## src/rtl/bmdma_pkg.sv

```systemverilog
// Package bmdma_pkg
// Purpose: shared access-size codes and byte-width helpers for the DMA window.
// Assumes: size code 2'b1x always means a dword access.
package bmdma_pkg;
    typedef enum logic [1:0] {
        SZ_BYTE  = 2'd0,
        SZ_WORD  = 2'd1,
        SZ_DWORD = 2'd2,
        SZ_DW_R  = 2'd3
    } acc_size_e;

    // Number of bytes that an access of this size carries.
    function automatic int size_bytes(input logic [1:0] sz);
        if (sz == SZ_BYTE) return 1;
        if (sz == SZ_WORD) return 2;
        return 4;
    endfunction

    // Mask that keeps only the bits inside the access width.
    function automatic logic [31:0] size_mask(input logic [1:0] sz);
        if (sz == SZ_BYTE) return 32'h0000_00FF;
        if (sz == SZ_WORD) return 32'h0000_FFFF;
        return 32'hFFFF_FFFF;
    endfunction
endpackage

```

## src/rtl/bmdma_decode.sv

```systemverilog
// Module bmdma_decode
// Purpose: split a window address into a channel index and a slice offset,
//          and steer the write strobe to the selected channel only.
// Assumes: NCH is a power of two and at least 2; each slice is 8 bytes.
module bmdma_decode #(
    parameter int NCH = 2,
    localparam int SEL_W = $clog2(NCH),
    localparam int ADDR_W = SEL_W + 3
) (
    input  logic [ADDR_W-1:0] addr,
    input  logic              wr,
    output logic [SEL_W-1:0]  ch_sel,
    output logic [2:0]        offset,
    output logic [NCH-1:0]    ch_wr
);
    // Split the address into channel number and offset within the slice.
    always_comb begin
        ch_sel = addr[ADDR_W-1:3];
        offset = addr[2:0];
    end

    // Give the write strobe to the selected channel slice only.
    always_comb begin
        ch_wr = '0;
        ch_wr[ch_sel] = wr;
    end
endmodule

```

## src/rtl/bmdma_chan.sv

```systemverilog
// Module bmdma_chan
// Purpose: command, status and table-pointer registers of one DMA channel,
//          plus its unmasked read data.
// Assumes: wr is already qualified for this channel; the caller masks the
//          read data to the access width.
module bmdma_chan
    import bmdma_pkg::*;
(
    input  logic        clk,
    input  logic        rst_n,
    input  logic        wr,
    input  logic [2:0]  offset,
    input  logic [1:0]  size,
    input  logic [31:0] wdata,
    input  logic        active,
    input  logic        err_in,
    input  logic        irq_in,
    output logic [31:0] rdata,
    output logic        start,
    output logic        to_mem,
    output logic [31:0] tbl_addr
);
    logic       err_q, irq_q, flag5_q, flag6_q, irq_d1;
    logic       is_byte, cmd_wr, sts_wr, ptr_wr, irq_rise;
    logic [31:0] tbl_next;
    logic [7:0] cmd_byte, sts_byte;

    // Decode which register this write targets.
    always_comb begin
        is_byte  = (size == SZ_BYTE);
        cmd_wr   = wr && is_byte && (offset == 3'd0);
        sts_wr   = wr && is_byte && (offset == 3'd2);
        ptr_wr   = wr && offset[2];
        irq_rise = irq_in && !irq_d1;
    end

    // Merge the written lanes into the table pointer and keep it dword-aligned.
    always_comb begin
        tbl_next = tbl_addr;
        if (ptr_wr) begin
            for (int i = 0; i < 4; i++) begin
                if (i < size_bytes(size) && (int'(offset[1:0]) + i) < 4)
                    tbl_next[(int'(offset[1:0]) + i)*8 +: 8] = wdata[i*8 +: 8];
            end
        end
        tbl_next[1:0] = 2'b00;
    end

    // Command register: start and direction bits.
    always_ff @(posedge clk) begin
        if (!rst_n) begin
            start  <= 1'b0;
            to_mem <= 1'b0;
        end else if (cmd_wr) begin
            start  <= wdata[0];
            to_mem <= wdata[3];
        end
    end

    // Status register: sticky error and interrupt bits (set wins over clear), plus two plain flags.
    always_ff @(posedge clk) begin
        if (!rst_n) begin
            err_q   <= 1'b0;
            irq_q   <= 1'b0;
            flag5_q <= 1'b0;
            flag6_q <= 1'b0;
        end else begin
            err_q <= (err_q && !(sts_wr && wdata[1])) || err_in;
            irq_q <= (irq_q && !(sts_wr && wdata[2])) || irq_rise;
            if (sts_wr) begin
                flag5_q <= wdata[5];
                flag6_q <= wdata[6];
            end
        end
    end

    // Remember the last interrupt level for edge detection, and store the pointer.
    always_ff @(posedge clk) begin
        if (!rst_n) begin
            irq_d1   <= 1'b0;
            tbl_addr <= '0;
        end else begin
            irq_d1   <= irq_in;
            tbl_addr <= tbl_next;
        end
    end

    // Build the read data for the addressed offset.
    always_comb begin
        cmd_byte = {4'b0, to_mem, 2'b0, start};
        sts_byte = {1'b0, flag6_q, flag5_q, 2'b0, irq_q, err_q, active};
        if (offset[2])
            rdata = tbl_addr >> {offset[1:0], 3'b000};
        else if (!is_byte)
            rdata = 32'hFFFF_FFFF;
        else if (offset[1:0] == 2'd0)
            rdata = {24'b0, cmd_byte};
        else if (offset[1:0] == 2'd2)
            rdata = {24'b0, sts_byte};
        else
            rdata = 32'h0000_00FF;
    end


    wide_wr_keeps_cmd_chk: assert property (@(posedge clk) disable iff (!rst_n)
        (wr && !offset[2] && !is_byte) |=> ($stable(start) && $stable(to_mem)));

    irq_edge_sets_chk: assert property (@(posedge clk) disable iff (!rst_n)
        (irq_in && !irq_d1) |=> irq_q);

    w1c_clears_irq_chk: assert property (@(posedge clk) disable iff (!rst_n)
        (sts_wr && wdata[2] && !(irq_in && !irq_d1)) |=> !irq_q);

    cmd_write_start_chk: assert property (@(posedge clk) disable iff (!rst_n)
        cmd_wr |=> (start == $past(wdata[0])));

    ptr_aligned_chk: assert property (@(posedge clk) disable iff (!rst_n)
        ptr_wr |=> (tbl_addr[1:0] == 2'b00));
endmodule

```

## src/rtl/bmdma_window.sv

```systemverilog
// Module bmdma_window
// Purpose: top of the bus-master DMA register window. It decodes the window,
//          builds one register slice per channel and returns the read data
//          masked to the access width.
// Assumes: read data is combinational; a write takes effect at the next clock edge.
module bmdma_window
    import bmdma_pkg::*;
#(
    parameter int NCH = 2,
    localparam int SEL_W = $clog2(NCH),
    localparam int ADDR_W = SEL_W + 3
) (
    input  logic              clk,
    input  logic              rst_n,
    input  logic [ADDR_W-1:0] bus_addr,
    input  logic [1:0]        bus_size,
    input  logic              bus_wr,
    input  logic [31:0]       bus_wdata,
    output logic [31:0]       bus_rdata,
    input  logic [NCH-1:0]    dma_active,
    input  logic [NCH-1:0]    dma_err,
    input  logic [NCH-1:0]    dma_irq,
    output logic [NCH-1:0]    ch_start,
    output logic [NCH-1:0]    ch_to_mem,
    output logic [NCH*32-1:0] ch_tbl_addr
);
    logic [SEL_W-1:0] ch_sel;
    logic [2:0]       offset;
    logic [NCH-1:0]   ch_wr;
    logic [31:0]      ch_rdata [NCH];

    bmdma_decode #(.NCH(NCH)) u_dec (
        .addr(bus_addr), .wr(bus_wr), .ch_sel(ch_sel),
        .offset(offset), .ch_wr(ch_wr)
    );

    for (genvar c = 0; c < NCH; c++) begin : g_ch
        bmdma_chan u_chan (
            .clk(clk), .rst_n(rst_n), .wr(ch_wr[c]), .offset(offset),
            .size(bus_size), .wdata(bus_wdata), .active(dma_active[c]),
            .err_in(dma_err[c]), .irq_in(dma_irq[c]), .rdata(ch_rdata[c]),
            .start(ch_start[c]), .to_mem(ch_to_mem[c]),
            .tbl_addr(ch_tbl_addr[c*32 +: 32])
        );
    end

    // Select the channel's read data and keep only the access width.
    always_comb bus_rdata = ch_rdata[ch_sel] & size_mask(bus_size);


    wide_read_ones_chk: assert property (@(posedge clk) disable iff (!rst_n)
        (bus_size != SZ_BYTE && !bus_addr[2]) |-> (bus_rdata == size_mask(bus_size)));

    other_chan_ptr_stable_chk: assert property (@(posedge clk) disable iff (!rst_n)
        (bus_wr && bus_addr[ADDR_W-1:3] == '0) |=> $stable(ch_tbl_addr[NCH*32-1:32]));
endmodule

```

## config.mk

```make
export PLATFORM = sky130hd
export DESIGN_NAME = bmdma_window
export DESIGN_NICKNAME = d
export VERILOG_FILES = /design/src/rtl/bmdma_pkg.sv /design/src/rtl/bmdma_decode.sv /design/src/rtl/bmdma_chan.sv /design/src/rtl/bmdma_window.sv
export SDC_FILE = /design/constraint.sdc
export NUM_CORES = 1
export LEC_CHECK = 0
export BUFFER_PORTS_ARGS = -buffer_cell sky130_fd_sc_hd__buf_2
export CAP_MARGIN = 20
export CORE_MARGIN = 4
export CORE_UTILIZATION = 47
export DETAILED_ROUTE_END_ITERATION = 12
export PLACE_DENSITY = 0.78
export SLEW_MARGIN = 15
export SYNTH_ARGS = -nofsm -noshare
export SYNTH_HDL_FRONTEND = slang
export SYNTH_HIERARCHICAL = 1
export SYNTH_SLANG_ARGS = --single-unit
```

## constraint.sdc

```tcl
create_clock -name clk -period 5.6 [get_ports clk]
set_clock_uncertainty 0.15 [all_clocks]
set_input_delay 1.68 -clock clk [delete_from_list [all_inputs] [get_ports clk]]
set_output_delay 1.68 -clock clk [all_outputs]
set_load 0.03 [all_outputs]
```

# ---- Word-level counts from Yosys, hierarchy flattened
# Index checks and enable logic that the tools add are counted.
# W data, S select, Z words.
dict set report word_totals {
  output_inout_bits 100
  inputBits 47
  register_bits 78
}
dict set report classes {
  n_addsub 7
  n_bitwise 3
  magnitude_cmp 15
  mux 56
  n_shift 10
  reduce_logical 40
  n_eq_ne 3
}
# cell n
set op_table {}
lappend op_table {{$mux W32} 33}
lappend op_table {{$bwmux W32} 8}
lappend op_table {{$shift A8 B33 Y32 const A} 4}
lappend op_table {{$shiftx A8 B33 Y32} 4}
lappend op_table {{$lt A3 B32 Y1 const A} 4}
lappend op_table {{$neg A32 Y33} 3}
lappend op_table {{$lt A32 B4 Y1 const B} 3}
lappend op_table {{$lt A1 B32 Y1 const A} 2}
lappend op_table {{$lt A2 B32 Y1 const A} 2}
lappend op_table {{$shr A32 B5 Y32} 2}
lappend op_table {{$neg A5 Y33} 1}
lappend op_table {{$and A32 B32 Y32} 1}
lappend op_table {{$logic_and A1 B1 Y1} 27}
lappend op_table {{$mux W8} 2}
lappend op_table {{$mux W1} 11}
lappend op_table {{$add A2 B2 Y3 const B} 2}
lappend op_table {{$logic_not A1 Y1} 6}
lappend op_table {{$logic_not A2 Y1} 2}
lappend op_table {{$logic_or A1 B1 Y1} 4}
lappend op_table {{$add A2 B1 Y3 const B} 1}
lappend op_table {{$eq A3 B2 Y1 const B} 1}
lappend op_table {{$logic_not A3 Y1} 1}
lappend op_table {{$lt A2 B3 Y1 const B} 1}
lappend op_table {{$and A2 B2 Y2} 1}
lappend op_table {{other kinds (8)} 8}

# ---- Longest topological paths before layout
dict set report depth {
  ltp_word 24
  depth_mapped 12
  ltp_nobuf 7
}

# ---- Hierarchy
# Netlist, hierarchy kept.
# mod seq_area_each_um2 n_inst area_each_um2 cells_each
set modules_own_cells {}
lappend modules_own_cells {{bmdma_chan at g_ch[1].u_chan} 740.7 1 3970.1 507}
lappend modules_own_cells {{bmdma_chan at g_ch[0].u_chan} 740.7 1 3782.4 488}
lappend modules_own_cells {bmdma_window 0.0 1 559.3 62}
lappend modules_own_cells {bmdma_decode 0.0 1 46.3 6}

# ---- Worst setup path after synthesis
# No wires, ideal clock.
dict set report synth_timing {
  path_type {in2out}
  from {in bus_addr[1]}
  to {out bus_rdata[1]}
  required_time_ns 3.770
  cell_stages 11
  arrival_time_ns 3.592
  path_buffers 5
  slack_ns 0.178
  path_cell_list {buf_4 buf_6 buf_2 inv_1 ha_1 buf_2 buf_2 nor3_1 nor2_1 o211ai_1 mux2_4}
}
# element line
set synth_rtl {}
lappend synth_rtl {{start: declaration} bmdma_window.sv:15} ;# input logic [ADDR_W-1:0] bus_addr,
lappend synth_rtl {{end: declaration} bmdma_window.sv:19} ;# output logic [31:0] bus_rdata,

==> impl_metrics.tcl <==
set metrics [dict create \
    hold_violations 0 \
    worst-r2r-cell-count 4 \
    final_util_pct 53.5 \
    grt_max_degree 88 \
    detail-route-antenna-nets 0 \
    synth-edff-count 0 \
    ctsHtreeMaxLevel 3 \
    cts_buffer_depth 2 \
    die_w_um 141 \
    synthToLayoutAreaGrowth_pct 11.1 \
    worstPathCellList "buf_2, buf_12, nand2b_1, nor2_1, nand2_1, nand2_1, mux2i_1, nor2b_1, buf_2" \
    ys_ff_latch 74 \
    via_per_inst 7.23 \
    drive_above_1_share_pct 22.4 \
    reg2reg_slack_ns 3.93 \
    vdd_ir_drop_max_v 0.000107 \
    dpl-instance-area_sq_um 8970 \
    r2r_start "g_ch[0].u_chan/tbl_addr[25]$_SDFFE_PN0P_" \
    insertion_delay_ns 0.35 \
    yosys.area.top_type "dfxtp_1" \
    wl_per_cell_um 27.1 \
    routed-wl-met2_um 15200 \
    layout.cells.non_filler 1368 \
    start_util_pct 48.2 \
    cp-start-kind "input pin" \
    post_cts_buffers 0 \
    route.met3.wl_um 5890 \
    ctsResizeCount 0 \
    hold_end "g_ch[0].u_chan/tbl_addr[3]$_SDFFE_PN0P_" \
    path_class "in2out" \
    place_congestion 1.06 \
    cts_tree "yes" \
    fin_area_sq_um 9290 \
    ys.flop_type "dfxtp_1" \
    slowest_stage "nor2_1" \
    ys_top_cells_by_area "dfxtp_1, mux2i_1, nor2b_1, a221oi_1, o21ai_0" \
    async_flop_share_pct 0 \
    syn_area_sq_um 8360 \
    grt_antenna_before_repair 0 \
    grt_pass1_wl_um 55700 \
    cp_num_buf_inv 3 \
    grt_util_all_layers_pct 35.7 \
    num_rows 48 \
    core-area_sq_um 17400 \
    finalSetupViolations 0 \
    die_y_um 141 \
    synth_area_per_cell_sq_um 7.86 \
    grt-ovfl-total 0 \
    drv_slew 0 \
    p_leak_nw 3.71 \
    crit_path_end_kind "primary output" \
    rsz0062_at_grt "false" \
    cp_max_fo 44 \
    cts_sinks 74 \
    diodes 0 \
    critical_path.top_delay_family "simple AND/OR/NAND/NOR gates" \
    worstMarginPinSlew_ns 0.874 \
    synth_top_area_share_pct 17.7 \
    dieArea_sq_um 20000 \
    dp_hpwl_um 25300 \
    path_clk_slew_ns 0.06 \
    drtIter0Drc 1671 \
    max_cap_viol_count 0 \
    tns_ns 0 \
    fmax_mhz 189 \
    hp-class "reg2reg" \
    wirelength_um 37100 \
    place.port_buffers 142 \
    hold_start "g_ch[0].u_chan/tbl_addr[3]$_SDFFE_PN0P_" \
    ios 147 \
    first_pass_iters 8 \
    holdPathStages 1 \
    numCtsBuffers 9 \
    syn_inst 1063 \
    placedCellCount 1352 \
    r2r_end "g_ch[0].u_chan/tbl_addr[25]$_SDFFE_PN0P_" \
    fin_nets 1203 \
    place_worst_setup_slack_ns 0.380 \
    power_per_cell_area_nw_per_um2 193 \
    fin_crit_ns 5.29 \
    timing.final.crit_share_pct 94.4 \
    fin_ws_ns 0.315 \
    clockRootBuffer "clkbuf_16" \
    highest_layer "met4" \
    status "completed" \
    ys_seq_area_share_pct 17.7 \
    cp_data_required_time_ns 3.77 \
    ys_warn_count 6 \
    wl_met1_um 13500 \
    critPathArrivalTime_ns 3.46 \
    grt_pass1_vias 9288 \
    holdBufCountCts 0 \
    critPathMaxStageDelay_ns 0.47 \
    drc 0 \
    yosys.cell_types.count 88 \
    maxSlewHeadroom_pct 41.6 \
    route.vias.total 9897 \
]
[flip-flops by register name, indices dropped and copies added, names as in the netlist]
register	flops
g_ch.u_chan/to_mem	2
g_ch.u_chan/flag5_q	2
g_ch.u_chan/err_q	2
g_ch.u_chan/flag6_q	2
g_ch.u_chan/irq_d1	2
g_ch.u_chan/start	2
g_ch.u_chan/irq_q	2
g_ch.u_chan/tbl_addr	60
[layout make-up]
class / instances / area (sq um)
fill: 1639 / 8070
multi-input combinational: 866 / 6170
sequential: 74 / 1480
timing repair buffer: 173 / 983
tap: 225 / 282
clock buffer: 11 / 243
clock inverter: 5 / 77.6
inverter: 14 / 52.6
[synthesized netlist by cell type (9+ instances only)]
library cell  instances
o211ai_1             10
a22oi_1              12
o21ai_0              69
a31oi_1              23
mux2i_1              78
nand2b_1              9
o21a_1                9
nor2b_1              71
nand2_1              88
a21oi_1              49
a221oi_1             43
a211oi_2             18
ha_1                 18
buf_2                30
nand4_1               9
nand3_1              23
dfxtp_1              74
and3_1               13
clkbuf_1             44
o21ai_1              20
inv_1                11
nand3b_1             15
o2bb2ai_1            11
a221o_1              14
buf_4                17
and2_1               14
buf_6                14
a211oi_1             42
nor2_1               56
[cells by family (layout without fill, tap and decap cells)]
family / count (synthesis) / in the layout / synth area share, %
compound gates: 401 / 401 / 35.5
simple gates: 356 / 356 / 24.5
buf+inv: 125 / 203 / 8.55
mux: 87 / 87 / 10.9
flops: 74 / 74 / 17.7
fa+ha+maj: 18 / 18 / 2.69
other cells: 2 / 4 / 0.0899
[worst max path at each step]
stage | start | end | slack (ns) | cells after the start
2_1_floorplan | bus_addr[1] | bus_rdata[1] | 0.18 | 11
3_3_place_gp | bus_addr[1] | bus_rdata[27] | 0.41 | 9
3_5_place_dp | bus_addr[1] | bus_rdata[27] | 0.38 | 9
4_1_cts | bus_addr[1] | bus_rdata[27] | 0.37 | 9
5_1_grt | bus_addr[1] | bus_rdata[26] | 0.15 | 9
6_report | bus_addr[1] | bus_rdata[26] | 0.31 | 9
[routing by layer]
metal,vias up,track usage (%)
li1,4222,-
met1,4587,46.6
met2,888,51.4
met3,200,12.2
met4,0,19.9
met5,-,0
[cells in the final DEF, fill, tap and decap left out, types with 8 or more instances in the layout]
cell type  Yosys  routed
a211oi_1      42      42
a211oi_2      18      18
a21oi_1       49      49
a221o_1       14      14
a221oi_1      43      43
a22oi_1       12      12
a31oi_1       23      23
a32oi_1        8       8
and2_1        14      14
and3_1        13      13
and4_1         8       8
buf_2         30     141
buf_4         17      29
clkbuf_16      0       9
dfxtp_1       74      74
ha_1          18      18
inv_1         11      11
mux2_4         8       8
mux2i_1       78      78
nand2_1       88      88
nand2b_1       9       9
nand3_1       23      23
nand3b_1      15      15
nand4_1        9       9
nor2_1        56      56
nor2b_1       71      71
o211ai_1      10      10
o21a_1         9       9
o21ai_0       69      69
o21ai_1       20      20
o2bb2ai_1     11      11
[per-stage QoR]
step | total power, mW | hold slack (ns)
finish | 1.79 | 0.339
global route | 1.84 | 0.354
CTS | 1.77 | 0.342
detailed placement | 1.11 | 0.331
global placement | 1.11 | 0.332
floorplan | 0.945 | 0.333
[where the power goes]
part           total (mW)  switching (mW)  internal, mW
registers           0.567          0.0276         0.539
logic               0.564           0.386         0.179
clock network       0.661           0.259         0.401
(Power assumes the default switching activity.)
